==> src/rtl/pseq_pkg.sv <==
// Shared word layout and controller states for the pattern-plane sequencer.
// Assumes a 12-bit program word; bit positions below are decoded by the controller.
package pseq_pkg;
    localparam int IW       = 12;
    localparam int FW       = 8;
    localparam int B_TYPE   = 11;  // 1 = compute word, 0 = transfer word
    localparam int B_RECIRC = 0;   // transfer: rotate source plane via serial port
    localparam int B_SHOW   = 1;   // transfer: rotate result plane onto disp_bit
    localparam int B_CPL    = 2;   // transfer: source <= ~result
    localparam int B_SAVE   = 3;   // transfer: spare <= result
    localparam int B_SWAP   = 8;   // compute: exchange source and spare roles
    localparam int B_GATE   = 9;   // compute: feed a plane to the gates
    localparam int B_EDGE   = 10;  // compute: edge connections at 1

    typedef enum logic [2:0] {
        ST_IDLE,
        ST_XFER,
        ST_SHIFT,
        ST_PSTART,
        ST_PWAIT,
        ST_HOLD
    } seq_state_t;
endpackage

==> src/rtl/pseq_store.sv <==
// Program store: SLOTS words with a valid flag each, plus two lowest-valid-slot
// searches (one from a start index, one from slot 0) used for zero-cost skipping.
// Assumes writes are presented only by software while the sequencer is stopped.
module pseq_store #(
    parameter int SLOTS = 32,
    parameter int IW    = 12,
    localparam int SW   = $clog2(SLOTS)
) (
    input  logic          clk,
    input  logic          rst_n,
    input  logic          run,
    input  logic          idle,
    input  logic          wr_en,
    input  logic [SW-1:0] wr_addr,
    input  logic [IW-1:0] wr_word,
    input  logic          wr_valid,
    input  logic [SW:0]   q_from,
    output logic          f_hit,
    output logic [SW-1:0] f_idx,
    output logic [IW-1:0] f_word,
    output logic          z_hit,
    output logic [SW-1:0] z_idx,
    output logic [IW-1:0] z_word
);
    logic [IW-1:0]    mem_q [SLOTS];
    logic [SLOTS-1:0] valid_q;

    // Accept program writes only when stopped and idle.
    always_ff @(posedge clk) begin
        if (!rst_n) begin
            valid_q <= '0;
            for (int i = 0; i < SLOTS; i++) mem_q[i] <= '0;
        end else if (wr_en && !run && idle) begin
            mem_q[wr_addr]   <= wr_word;
            valid_q[wr_addr] <= wr_valid;
        end
    end

    // Lowest valid slot at or above q_from, and lowest valid slot overall.
    always_comb begin
        f_hit = 1'b0;
        f_idx = '0;
        z_hit = 1'b0;
        z_idx = '0;
        for (int i = SLOTS - 1; i >= 0; i--) begin
            if (valid_q[i]) begin
                z_hit = 1'b1;
                z_idx = SW'(i);
                if (i >= int'(q_from)) begin
                    f_hit = 1'b1;
                    f_idx = SW'(i);
                end
            end
        end
    end

    assign f_word = mem_q[f_idx];
    assign z_word = mem_q[z_idx];

    AST_PROG_FROZEN: assert property (@(posedge clk) disable iff (!rst_n)
        run |=> $stable(valid_q));
endmodule

==> src/rtl/pseq_planes.sv <==
// The three pattern planes: source, result and spare. Handles one-clock parallel
// transfers, serial rotation (cell 0 leaves first), result capture and the
// routing of planes onto the cell-array inputs. Assumes the controller never
// requests capture and display rotation in the same clock.
module pseq_planes #(
    parameter int N = 192
) (
    input  logic         clk,
    input  logic         rst_n,
    input  logic         do_cpl,
    input  logic         do_save,
    input  logic         sh_in,
    input  logic         sh_out,
    input  logic         cap,
    input  logic         swap,
    input  logic         gate,
    input  logic         ser_load,
    input  logic         ser_in,
    input  logic [N-1:0] result,
    output logic [N-1:0] a0,
    output logic [N-1:0] g,
    output logic         in_tap,
    output logic         disp_bit
);
    logic [N-1:0] in_q, out_q, aux_q;
    logic         in_new;

    assign in_new = ser_load ? ser_in : in_q[0];

    // Source plane: complement load or serial rotation.
    always_ff @(posedge clk) begin
        if (!rst_n)       in_q <= '0;
        else if (do_cpl)  in_q <= ~out_q;
        else if (sh_in)   in_q <= {in_new, in_q[N-1:1]};
    end

    // Result plane: capture from the array or display rotation.
    always_ff @(posedge clk) begin
        if (!rst_n)       out_q <= '0;
        else if (cap)     out_q <= result;
        else if (sh_out)  out_q <= {out_q[0], out_q[N-1:1]};
    end

    // Spare plane: parallel copy of the result plane.
    always_ff @(posedge clk) begin
        if (!rst_n)       aux_q <= '0;
        else if (do_save) aux_q <= out_q;
    end

    // Routing of planes toward the cell array.
    always_comb begin
        a0 = swap ? aux_q : in_q;
        g  = gate ? (swap ? in_q : aux_q) : '0;
    end

    assign in_tap   = in_q[0];
    assign disp_bit = out_q[0];

    AST_OUT_HOLDS: assert property (@(posedge clk) disable iff (!rst_n)
        (!cap && !sh_out) |=> $stable(out_q));
    AST_AUX_HOLDS: assert property (@(posedge clk) disable iff (!rst_n)
        !do_save |=> $stable(aux_q));
    AST_IN_HOLDS: assert property (@(posedge clk) disable iff (!rst_n)
        (!do_cpl && !sh_in) |=> $stable(in_q));
endmodule

==> src/rtl/pseq_ctrl.sv <==
// Sequencer controller: fetches the next valid slot, decodes transfer and
// compute words, counts serial rotations, runs the start/done handshake and
// applies single, pass and loop execution. Assumes arr_done is only meaningful
// after arr_start.
module pseq_ctrl
    import pseq_pkg::*;
#(
    parameter int N     = 192,
    parameter int SLOTS = 32,
    localparam int SW   = $clog2(SLOTS),
    localparam int CW   = $clog2(N)
) (
    input  logic          clk,
    input  logic          rst_n,
    input  logic          run,
    input  logic          single,
    input  logic          loop_en,
    input  logic          f_hit,
    input  logic [SW-1:0] f_idx,
    input  logic [IW-1:0] f_word,
    input  logic          z_hit,
    input  logic [SW-1:0] z_idx,
    input  logic [IW-1:0] z_word,
    input  logic          arr_done,
    output logic [SW:0]   q_from,
    output logic          idle,
    output logic          do_cpl,
    output logic          do_save,
    output logic          sh_in,
    output logic          sh_out,
    output logic          cap,
    output logic          swap,
    output logic          gate,
    output logic          arr_start,
    output logic          arr_border,
    output logic [FW-1:0] arr_func,
    output logic          ser_active,
    output logic          busy
);
    localparam logic [CW-1:0] LAST = CW'(N - 1);

    seq_state_t    state, n_state;
    logic [IW-1:0] ir, n_ir;
    logic [SW-1:0] cur, n_cur, pc, n_pc;
    logic [CW-1:0] cnt, n_cnt;
    logic          take_f, take_z, ending, proc_ph;

    // Where the next-slot search begins.
    assign q_from = (state == ST_IDLE) ? {1'b0, pc} : ({1'b0, cur} + (SW + 1)'(1));

    // Next-state, fetch and end-of-word decisions.
    always_comb begin
        n_state = state;
        n_ir    = ir;
        n_cur   = cur;
        n_pc    = pc;
        n_cnt   = cnt;
        take_f  = 1'b0;
        take_z  = 1'b0;
        ending  = 1'b0;
        case (state)
            ST_IDLE: begin
                if (run) begin
                    if (f_hit)      take_f = 1'b1;
                    else if (z_hit) take_z = 1'b1;
                end
            end
            ST_XFER: begin
                if (ir[B_RECIRC] || ir[B_SHOW]) n_state = ST_SHIFT;
                else                            ending  = 1'b1;
            end
            ST_SHIFT: begin
                if (cnt == LAST) ending = 1'b1;
                else             n_cnt  = cnt + CW'(1);
            end
            ST_PSTART: n_state = ST_PWAIT;
            ST_PWAIT:  if (arr_done) ending = 1'b1;
            ST_HOLD:   if (!run) n_state = ST_IDLE;
            default:   n_state = ST_IDLE;
        endcase
        if (ending) begin
            if (single) begin
                n_pc    = cur + SW'(1);
                n_state = ST_HOLD;
            end else if (!run) begin
                n_pc    = cur + SW'(1);
                n_state = ST_IDLE;
            end else if (f_hit) begin
                take_f = 1'b1;
            end else begin
                n_pc = '0;
                if (loop_en && z_hit) take_z  = 1'b1;
                else                  n_state = ST_HOLD;
            end
        end
        if (take_f) begin
            n_cur   = f_idx;
            n_ir    = f_word;
            n_cnt   = '0;
            n_state = f_word[B_TYPE] ? ST_PSTART : ST_XFER;
        end else if (take_z) begin
            n_cur   = z_idx;
            n_ir    = z_word;
            n_cnt   = '0;
            n_state = z_word[B_TYPE] ? ST_PSTART : ST_XFER;
        end
    end

    // Controller registers.
    always_ff @(posedge clk) begin
        if (!rst_n) begin
            state <= ST_IDLE;
            ir    <= '0;
            cur   <= '0;
            pc    <= '0;
            cnt   <= '0;
        end else begin
            state <= n_state;
            ir    <= n_ir;
            cur   <= n_cur;
            pc    <= n_pc;
            cnt   <= n_cnt;
        end
    end

    // Decoded controls toward the planes and the array.
    always_comb begin
        proc_ph    = (state == ST_PSTART || state == ST_PWAIT) && ir[B_TYPE];
        idle       = (state == ST_IDLE);
        busy       = !(state == ST_IDLE || state == ST_HOLD);
        do_cpl     = (state == ST_XFER) && ir[B_CPL];
        do_save    = (state == ST_XFER) && ir[B_SAVE];
        sh_in      = (state == ST_SHIFT) && ir[B_RECIRC];
        sh_out     = (state == ST_SHIFT) && ir[B_SHOW];
        ser_active = (state == ST_SHIFT);
        cap        = (state == ST_PWAIT) && arr_done;
        swap       = ir[B_SWAP];
        gate       = ir[B_GATE];
        arr_start  = (state == ST_PSTART);
        arr_border = proc_ph && ir[B_EDGE];
        arr_func   = proc_ph ? ir[FW-1:0] : '0;
    end

    AST_START_SINGLE: assert property (@(posedge clk) disable iff (!rst_n)
        arr_start |=> !arr_start);
    AST_WAIT_FOR_DONE: assert property (@(posedge clk) disable iff (!rst_n)
        (state == ST_PWAIT && !arr_done) |=> (state == ST_PWAIT));
    AST_SHIFT_BOUND: assert property (@(posedge clk) disable iff (!rst_n)
        ser_active |-> (cnt <= LAST));
    AST_IDLE_NEEDS_RUN: assert property (@(posedge clk) disable iff (!rst_n)
        (state == ST_IDLE && !run) |=> !busy);
endmodule

==> src/rtl/pattern_sequencer.sv <==
// Top of the pattern-plane sequencer: joins the program store, the controller
// and the plane storage. Assumes the cell array holds arr_result stable while
// arr_done is high.
module pattern_sequencer #(
    parameter int N     = 192,
    parameter int SLOTS = 32
) (
    input  logic                     clk,
    input  logic                     rst_n,
    input  logic                     run,
    input  logic                     single,
    input  logic                     loop_en,
    input  logic                     prog_we,
    input  logic [$clog2(SLOTS)-1:0] prog_addr,
    input  logic [11:0]              prog_word,
    input  logic                     prog_valid,
    input  logic                     ser_load,
    input  logic                     ser_in,
    output logic                     in_tap,
    output logic                     disp_bit,
    output logic                     ser_active,
    output logic                     busy,
    output logic [N-1:0]             arr_a0,
    output logic [N-1:0]             arr_g,
    output logic                     arr_border,
    output logic [7:0]               arr_func,
    output logic                     arr_start,
    input  logic                     arr_done,
    input  logic [N-1:0]             arr_result
);
    import pseq_pkg::*;
    localparam int SW = $clog2(SLOTS);

    logic          idle, f_hit, z_hit;
    logic [SW:0]   q_from;
    logic [SW-1:0] f_idx, z_idx;
    logic [IW-1:0] f_word, z_word;
    logic          do_cpl, do_save, sh_in, sh_out, cap, swap, gate;

    pseq_store #(.SLOTS(SLOTS), .IW(IW)) store_i (
        .clk(clk), .rst_n(rst_n), .run(run), .idle(idle),
        .wr_en(prog_we), .wr_addr(prog_addr), .wr_word(prog_word),
        .wr_valid(prog_valid), .q_from(q_from),
        .f_hit(f_hit), .f_idx(f_idx), .f_word(f_word),
        .z_hit(z_hit), .z_idx(z_idx), .z_word(z_word)
    );

    pseq_ctrl #(.N(N), .SLOTS(SLOTS)) ctrl_i (
        .clk(clk), .rst_n(rst_n), .run(run), .single(single), .loop_en(loop_en),
        .f_hit(f_hit), .f_idx(f_idx), .f_word(f_word),
        .z_hit(z_hit), .z_idx(z_idx), .z_word(z_word),
        .arr_done(arr_done), .q_from(q_from), .idle(idle),
        .do_cpl(do_cpl), .do_save(do_save), .sh_in(sh_in), .sh_out(sh_out),
        .cap(cap), .swap(swap), .gate(gate),
        .arr_start(arr_start), .arr_border(arr_border), .arr_func(arr_func),
        .ser_active(ser_active), .busy(busy)
    );

    pseq_planes #(.N(N)) planes_i (
        .clk(clk), .rst_n(rst_n),
        .do_cpl(do_cpl), .do_save(do_save), .sh_in(sh_in), .sh_out(sh_out),
        .cap(cap), .swap(swap), .gate(gate),
        .ser_load(ser_load), .ser_in(ser_in), .result(arr_result),
        .a0(arr_a0), .g(arr_g), .in_tap(in_tap), .disp_bit(disp_bit)
    );
endmodule

==> config.mk <==
export PLATFORM = sky130hd
export DESIGN_NAME = pattern_sequencer
export DESIGN_NICKNAME = d
export VERILOG_FILES = /design/src/rtl/pseq_pkg.sv /design/src/rtl/pseq_store.sv /design/src/rtl/pseq_planes.sv /design/src/rtl/pseq_ctrl.sv /design/src/rtl/pattern_sequencer.sv
export SDC_FILE = /design/constraint.sdc
export NUM_CORES = 2
export LEC_CHECK = 0
export BUFFER_PORTS_ARGS = -buffer_cell sky130_fd_sc_hd__buf_4
export CAP_MARGIN = 20
export CELL_PAD_IN_SITES_DETAIL_PLACEMENT = 0
export CELL_PAD_IN_SITES_GLOBAL_PLACEMENT = 2
export CORE_MARGIN = 5
export CORE_UTILIZATION = 34
export CTS_BUF_LIST = sky130_fd_sc_hd__clkbuf_8
export DETAILED_ROUTE_END_ITERATION = 16
export MAX_ROUTING_LAYER = met4
export PLACE_DENSITY = 0.9
export SYNTH_ARGS = -nofsm -noshare
export SYNTH_HDL_FRONTEND = slang
export SYNTH_SLANG_ARGS = --single-unit
==> constraint.sdc <==
create_clock -name clk -period 3.6 [get_ports clk]
set_clock_uncertainty 0.05 [all_clocks]
set_input_delay 0.36 -clock clk [delete_from_list [all_inputs] [get_ports clk]]
set_output_delay 0.36 -clock clk [all_outputs]
set_load 0.005 [all_outputs]
Yosys cells after proc, flatten, opt, wreduce, memory -nomap -nowiden
Memories as Yosys holds them, arrays and structs flattened.
Cells that the tools add are included.
{"block": "totals", "register_bits": 641, "ramBits": 384, "out_inout_bits": 398, "elab_cells": 333, "mem_count": 1}
{"memory": "store_i.mem_q", "words": 32, "width": 12, "rd": 2, "rd_clocked_by_memory_dff": 0, "write_ports": 32, "line": "pseq_store.sv:25", "rtl": "logic [IW-1:0] mem_q [SLOTS];"}
{"block": "classes", "addsub": 3, "n_lt_le_gt_ge": 34, "n_eq_ne": 7, "n_mux": 251, "n_bitwise": 3, "reduce_logical": 25}
{"op": "$mux 192", "count": 7}
{"op": "$mux 5", "count": 102}
{"op": "$not 192->192", "count": 1}
{"op": "$mux 1", "count": 122}
{"op": "$ge 5x6->1 const A", "count": 16}
{"op": "$ge 4x6->1 const A", "count": 8}
{"op": "$mux 12", "count": 3}
{"op": "$bwmux 32", "count": 1}
{"op": "$mux 3", "count": 9}
{"op": "$ge 3x6->1 const A", "count": 4}
{"op": "$ge 1x6->1 const A", "count": 2}
{"op": "$ge 2x6->1 const A", "count": 2}
{"op": "$pmux 3 s4", "count": 1}
{"op": "$reduce_or 12->1", "count": 1}
{"op": "$logic_and 1x1->1", "count": 11}
{"op": "$add 8x1->8 const B", "count": 1}
{"op": "$eq 8x8->1 const B", "count": 1}
{"op": "$mux 8", "count": 1}
{"op": "$add 5x1->6 const B", "count": 1}
{"op": "$eq 3x2->1 const B", "count": 2}
{"op": "$eq 3x3->1 const B", "count": 2}
{"op": "$lt 5x6->1 const B", "count": 1}
{"op": "$mux 6", "count": 1}
{"op": "$reduce_bool 2->1", "count": 3}
{"op": "13 further kinds", "count": 20}

Logic depth before layout (Yosys ltp)
{"block": "logic_depth", "word_depth": 77, "depth_mapped": 18}

Hierarchy
From an unflattened synthesis, not the netlist that was laid out.
{"block": "hier_totals", "cells_unflattened": 5631, "hier_area_um2": 58240.9}
{"mod": "pseq_planes", "instances": 1, "cells_each": 2967, "area_each_um2": 31639.1, "seq_area_each_um2": 11531.1}
{"mod": "pseq_store", "instances": 1, "cells_each": 2467, "area_each_um2": 24847.6, "seq_area_each_um2": 12171.7}
{"mod": "pseq_ctrl", "instances": 1, "cells_each": 197, "area_each_um2": 1754.2, "seq_area_each_um2": 660.6}

Least setup slack after synthesis
OpenSTA, ideal clock, no wires.
{"block": "synth_path", "path_type": "register to register", "start": "register ctrl_i.cur[0]", "end": "register ctrl_i.ir[11]", "setup_time_ns": 0.133, "arrival_ns": 3.647, "t_required_ns": 3.417, "setup_slack_ns": -0.230, "stages_incl_launch_ff": 16, "path_buffers": 2, "path_cell_list": "dfxtp_1 -> ha_1 -> buf_2 -> or3_1 -> o211ai_1 -> a21oi_1 -> or4_1 -> and3_1 -> and3_1 -> clkbuf_1 -> nor3_4 -> mux2_2 -> o31ai_1 -> a31oi_1 -> a211oi_1 -> a31oi_1"}
{"block": "synth_via", "elab_chain_len": 76}
{"item": "from (decl)", "line": "pseq_ctrl.sv:44", "rtl": "logic [SW-1:0] cur, n_cur, pc, n_pc;"}
{"item": "from (signal assigned)", "line": "pseq_ctrl.sv:120", "rtl": "cur <= n_cur;"}
{"item": "$add 5x1->6 *", "line": "pseq_ctrl.sv:49", "rtl": "assign q_from = (state == ST_IDLE) ? {1'b0, pc} : ({1'b0, cur} + (SW + 1)'(1));"}
{"item": "$mux 6 *", "line": "pseq_ctrl.sv:49"}
{"item": "$ge 5x6->1", "line": "pseq_store.sv:49", "rtl": "if (i >= int'(q_from)) begin"}
{"item": "$mux 1", "line": "pseq_store.sv:49"}
{"item": "$mux 1", "line": "pseq_store.sv:46", "rtl": "if (valid_q[i]) begin"}
{"item": "$mux 1", "line": "pseq_store.sv:49"}
{"item": "$mux 1", "line": "pseq_store.sv:46"}
{"item": "$mux 1", "line": "pseq_store.sv:49"}
{"item": "[60 not listed]"}
{"item": "$mux 1", "line": "pseq_ctrl.sv:63", "rtl": "if (run) begin"}
{"item": "$mux 1", "line": "pseq_ctrl.sv:61", "rtl": "case (state)"}
{"item": "$mux 1", "line": "pseq_ctrl.sv:92", "rtl": "if (loop_en && z_hit) take_z = 1'b1;"}
{"item": "$mux 1", "line": "pseq_ctrl.sv:88", "rtl": "end else if (f_hit) begin"}
{"item": "$mux 1", "line": "pseq_ctrl.sv:85", "rtl": "end else if (!run) begin"}
{"item": "$mux 1", "line": "pseq_ctrl.sv:82", "rtl": "if (single) begin"}
{"item": "$mux 1", "line": "pseq_ctrl.sv:81", "rtl": "if (ending) begin"}
{"item": "$reduce_bool 2->1 (no source line)"}
{"item": "to (signal assigned)", "line": "pseq_ctrl.sv:119", "rtl": "ir <= n_ir;"}
{"item": "to (decl)", "line": "pseq_ctrl.sv:43", "rtl": "logic [IW-1:0] ir, n_ir;"}
Every way passes the cells marked *; elsewhere a longest branch is shown, timed or not.
A chain may end at the register's enable or synchronous reset.

Final worst setup path
{"block": "layout_path", "start": "register ctrl_i.state[2]", "end": "register ctrl_i.ir[10]"}
{"block": "layout_via", "elab_chain_len": 76}
{"item": "from (decl)", "line": "pseq_ctrl.sv:42", "rtl": "seq_state_t state, n_state;"}
{"item": "from (signal assigned)", "line": "pseq_ctrl.sv:118", "rtl": "state <= n_state;"}
{"item": "$logic_not 3->1", "line": "pseq_ctrl.sv:49, pseq_ctrl.sv:61"}
{"item": "$mux 6", "line": "pseq_ctrl.sv:49"}
{"item": "$ge 5x6->1", "line": "pseq_store.sv:49"}
{"item": "$mux 1", "line": "pseq_store.sv:49"}
{"item": "$mux 1", "line": "pseq_store.sv:46"}
{"item": "$mux 1", "line": "pseq_store.sv:49"}
{"item": "$mux 1", "line": "pseq_store.sv:46"}
{"item": "$mux 1", "line": "pseq_store.sv:49"}
{"item": "[60 not listed]"}
{"item": "$mux 1", "line": "pseq_ctrl.sv:63"}
{"item": "$mux 1", "line": "pseq_ctrl.sv:61"}
{"item": "$mux 1", "line": "pseq_ctrl.sv:92"}
{"item": "$mux 1", "line": "pseq_ctrl.sv:88"}
{"item": "$mux 1", "line": "pseq_ctrl.sv:85"}
{"item": "$mux 1", "line": "pseq_ctrl.sv:82"}
{"item": "$mux 1", "line": "pseq_ctrl.sv:81"}
{"item": "$reduce_bool 2->1 (no source line)"}
Parallel ways exist; a longest one is shown, timed or not.

==> metrics.txt <==
DP HPWL=between 150,000 and 200,000 um; Clk pin slew, worst setup/hold paths=~0.06 ns; initial antenna violation count=22; CP startpoint kind=flop; R2R Path End=ctrl_i.ir[10]$_SDFFE_PN0P_; critical path capture point type=flop; Critical-path top delay cell=a2111o_1; sw frac=between 30% and 40%; leakage=about 27 nW; row cnt=approximately 150; HP Class=in -> reg; htree depth=4; Primary FF master, synth=dfxtp_1; status=finished with violations; slew margin rel.=34.3%; largest net degree at the start of global routing=169; Antenna Nets Post-Route=0; First-pass DRT Iterations=7; CP top delay family=simple AND/OR/NAND/NOR gates; hold_sp=arr_done; R2R Setup Slk=-0.41 ns; vias in the first global route=50,400; Inserted Clock Buffers=approximately 180; CP arrival=about 4.8 ns; Routed WL=approximately 240,000 um; fraction of layout cells with a size suffix above 1=between 20% and 30%; # DRC=0; commonest non-fill, non-tap cell in the layout=nand2_1; Final Cell Area=between 70,000 and 80,000 um2; Slew Limit Fails=0; Max clock buf depth=3; Max stage delay on crit path=0.57 ns; port buffer count=616; Int Power=22.3 mW; sequential area share after synthesis=between 40% and 50%; post-synthesis cell type count=89; number of I/O pins=617; Peak VDD IR=between 0.3 and 0.4 mV; RSZ-0062 raised after global routing=yes; routability congestion estimate from global placement=around 1.0; Placed Area=between 60,000 and 70,000 um2; CP Class=reg -> reg; failing checks=negative setup slack; clock power share=roughly a third; WP data required=4.37 ns; initial DRC count=5,577; core area=about 160,000 um2; maxcap violations=0; total of warnings raised by yosys=0; Flop pwr share=about two fifths; Mapped Area=about 55,000 um2; Post-synth EDFFs=roughly 380; WP buf/inv=2; die width=411 um; GRT Residual Overflow=0; GRT Total Usage=between 20% and 30%; R2R depth=14; Syn Inst Count=around 6,400; most frequent cells in the layout=nand2_1, buf_4, dfxtp_1; Worst Tran Pin Value=around 0.99 ns; total design power=between 30 and 40 mW; TritonCTS clock tree=yes; Fin. Hold Viols=0; WL/cell=24.3 um; net switching power figure=around 11 mW; Hold Slack=between 0.09 and 0.1 ns; hold path depth=5; Yosys reg bits=roughly 1,000; final setup margin=-0.412 ns; Period Utilization, post-route=111%; Hold Path End=ctrl_i.state[2]$_SDFF_PP0_; final worst path period need=around 4 ns; Syn Area/Cell=8.56 um2; setup violators final=15; worst r2r src=ctrl_i.state[2]$_SDFF_PP0_; die area=about 170,000 um2; post-DR vias/cell=approximately 5.5; crit path max fanout=18; worst skew pair latency=between 0.9 and 1 ns; Pwr per Cell Area=460 nW/um2; first-pass GRT wire length=between 300,000 and 400,000 um; via count=54,100; P&R area growth vs syn=33.2%; Fmax=between 200 and 250 MHz; Synth async-reset ratio=0%; TritonCTS Sinks=approximately 1,000; Fin Setup TNS=-4.24 ns; layout net count=around 7,700; CP cell instances=or3_4, buf_8, mux2i_4, and3_4, a221o_1, nand4b_1, a2111o_1, and2_4, nand2_2, buf_12, a21oi_1, a22oi_1, nand4_1, a31oi_1; syn nets=approximately 6,600; Filler Cell Count=15,600; DIE HEIGHT=a little over 400 um; Logic pwr share=24.6%; Initial Util=34.1%; Clock Tree Root=clkbuf_8
[area by class of cell]
class / count / area [um2] / area share [%]
flip-flops and latches: 1025 / 24400 / 33.5
clock buffers: 208 / 2860 / 3.93
multi-input cells: 4747 / 29100 / 40.0
clock inverters: 121 / 918 / 1.26
well taps: 2160 / 2700 / 3.71
inverters: 43 / 169 / 0.232
diodes: 20 / 50.0 / 0.0688
repair buffers: 1431 / 12500 / 17.2
[worst reg2reg max path: stages (launching register included)]
cell,delay (ns)
dfxtp_2,0.32
or3_4,0.46
buf_8,0.18
mux2i_4,0.20
and3_4,0.20
a221o_1,0.34
nand4b_1,0.27
a2111o_1,0.57
and2_4,0.22
nand2_2,0.09
buf_12,0.19
a21oi_1,0.08
a22oi_1,0.21
nand4_1,0.35
a31oi_1,0.24
[synthesized netlist by cell type, types with 8 or more instances]
master    instances  share of area (%)
a21oi_1         311                2.8
a31oi_1          52               0.60
or2_2            15               0.17
mux4_2           11               0.45
clkbuf_1        477                3.3
and2_1          401                4.6
dfxtp_1         641                 23
o31ai_1          10               0.14
buf_2            42               0.38
inv_1            42               0.29
buf_1            43               0.30
nor3_1          177                1.6
nand2_1        1294                8.9
nor2b_1         202                2.3
nor4_1           17               0.19
a21o_1            8               0.11
a311oi_1        230                3.7
nor2_1          617                4.2
a32oi_1          12               0.19
nand3_1         109                1.0
a221o_1           8               0.15
mux2_2          206                4.2
and3_1           94                1.1
o211ai_1         66               0.91
a22oi_1          34               0.47
a211oi_1        220                3.0
nand4_1          29               0.33
a21boi_0          9               0.12
edfxtp_1        384                 21
mux2i_1         335                6.1
o21ai_0         141                1.3
[flip-flops by register name, summed over array words and instances, names as in the netlist]
| register | cells |
|---|---|
| planes_i.in_q | 192 |
| ctrl_i.cur | 5 |
| store_i.mem_q | 384 |
| ctrl_i.cnt | 8 |
| planes_i.aux_q | 192 |
| ctrl_i.state | 3 |
| store_i.valid_q | 32 |
| ctrl_i.ir | 12 |
| planes_i.out_q | 192 |
| ctrl_i.pc | 5 |
[repair_timing]
item / in CTS / in global routing
setup buffers: 27 / 19
pin swaps: 33 / 61
hold buffers: 220 / 0
endpoints found under the hold margin: 652 / 0
gates cloned: 7 / 0
endpoints found under the setup margin: 33 / 29
resized for setup: 158 / 115
[worst max path at each step]
| stage | from | depth (start not counted) | end | slack, ns |
|---|---|---|---|---|
| final | ctrl_i.state[2]$_SDFF_PP0_ | 14 | ctrl_i.ir[10]$_SDFFE_PN0P_ | -0.41 |
| after global routing | ctrl_i.cur[0]$_SDFFE_PN0P_ | 19 | ctrl_i.ir[10]$_SDFFE_PN0P_ | -0.45 |
| after CTS | ctrl_i.state[1]$_SDFF_PN0_ | 17 | ctrl_i.ir[8]$_SDFFE_PN0P_ | -0.26 |
| after detailed placement | ctrl_i.cur[2]$_SDFFE_PN0P_ | 15 | ctrl_i.ir[2]$_SDFFE_PN0P_ | -0.75 |
| after global placement | ctrl_i.state[2]$_SDFF_PP0_ | 18 | ctrl_i.ir[8]$_SDFFE_PN0P_ | -0.74 |
| after floorplan | ctrl_i.cur[0]$_SDFFE_PN0P_ | 15 | ctrl_i.ir[11]$_SDFFE_PN0P_ | -0.07 |
[metal layers]
layer  vias up  wire, um  part of all wire, %  global-route usage [%]
met5         -         0                    0                       -
met4         0     10800                  4.6                    10.8
met3       513     20200                  8.5                    5.51
met2      2598    109000                   46                    42.5
met1     26300     97400                   41                    35.0
li1      24700         -                    -                       -
[cells by family after synthesis]
family | count (synthesis) | synth area share [%]
simple gates | 2997 | 25.0
mux | 556 | 11.0
flops | 1025 | 44.6
xor+xnor | 12 | 0.192
compound gates | 1180 | 14.8
fa+ha+maj | 2 | 0.0458
buf+inv | 612 | 4.36
[stage by stage]
| stage | instances | utilization, % | setup WS [ns] |
|---|---|---|---|
| 6_report | 9755 | 45.4 | -0.412 |
| 5_1_grt | 9752 | 45.4 | -0.445 |
| 3_5_place_dp | 9142 | 40.5 | -0.752 |
| 4_1_cts | 9724 | 45.0 | -0.263 |
| 2_1_floorplan | 6384 | - | -0.0749 |
| 3_3_place_gp | 9142 | 40.5 | -0.744 |
[power groups by stage]
stage	clock network [mW]	logic, mW	registers (mW)
after floorplan	0	4.27	13.6
after global placement	0	7.16	14.0
after detailed placement	0	7.22	14.0
after CTS	11.7	7.94	13.7
after global routing	12.2	8.68	13.9
final	11.5	8.22	13.8
No activity file was read; power rests on OpenSTA's default activity.
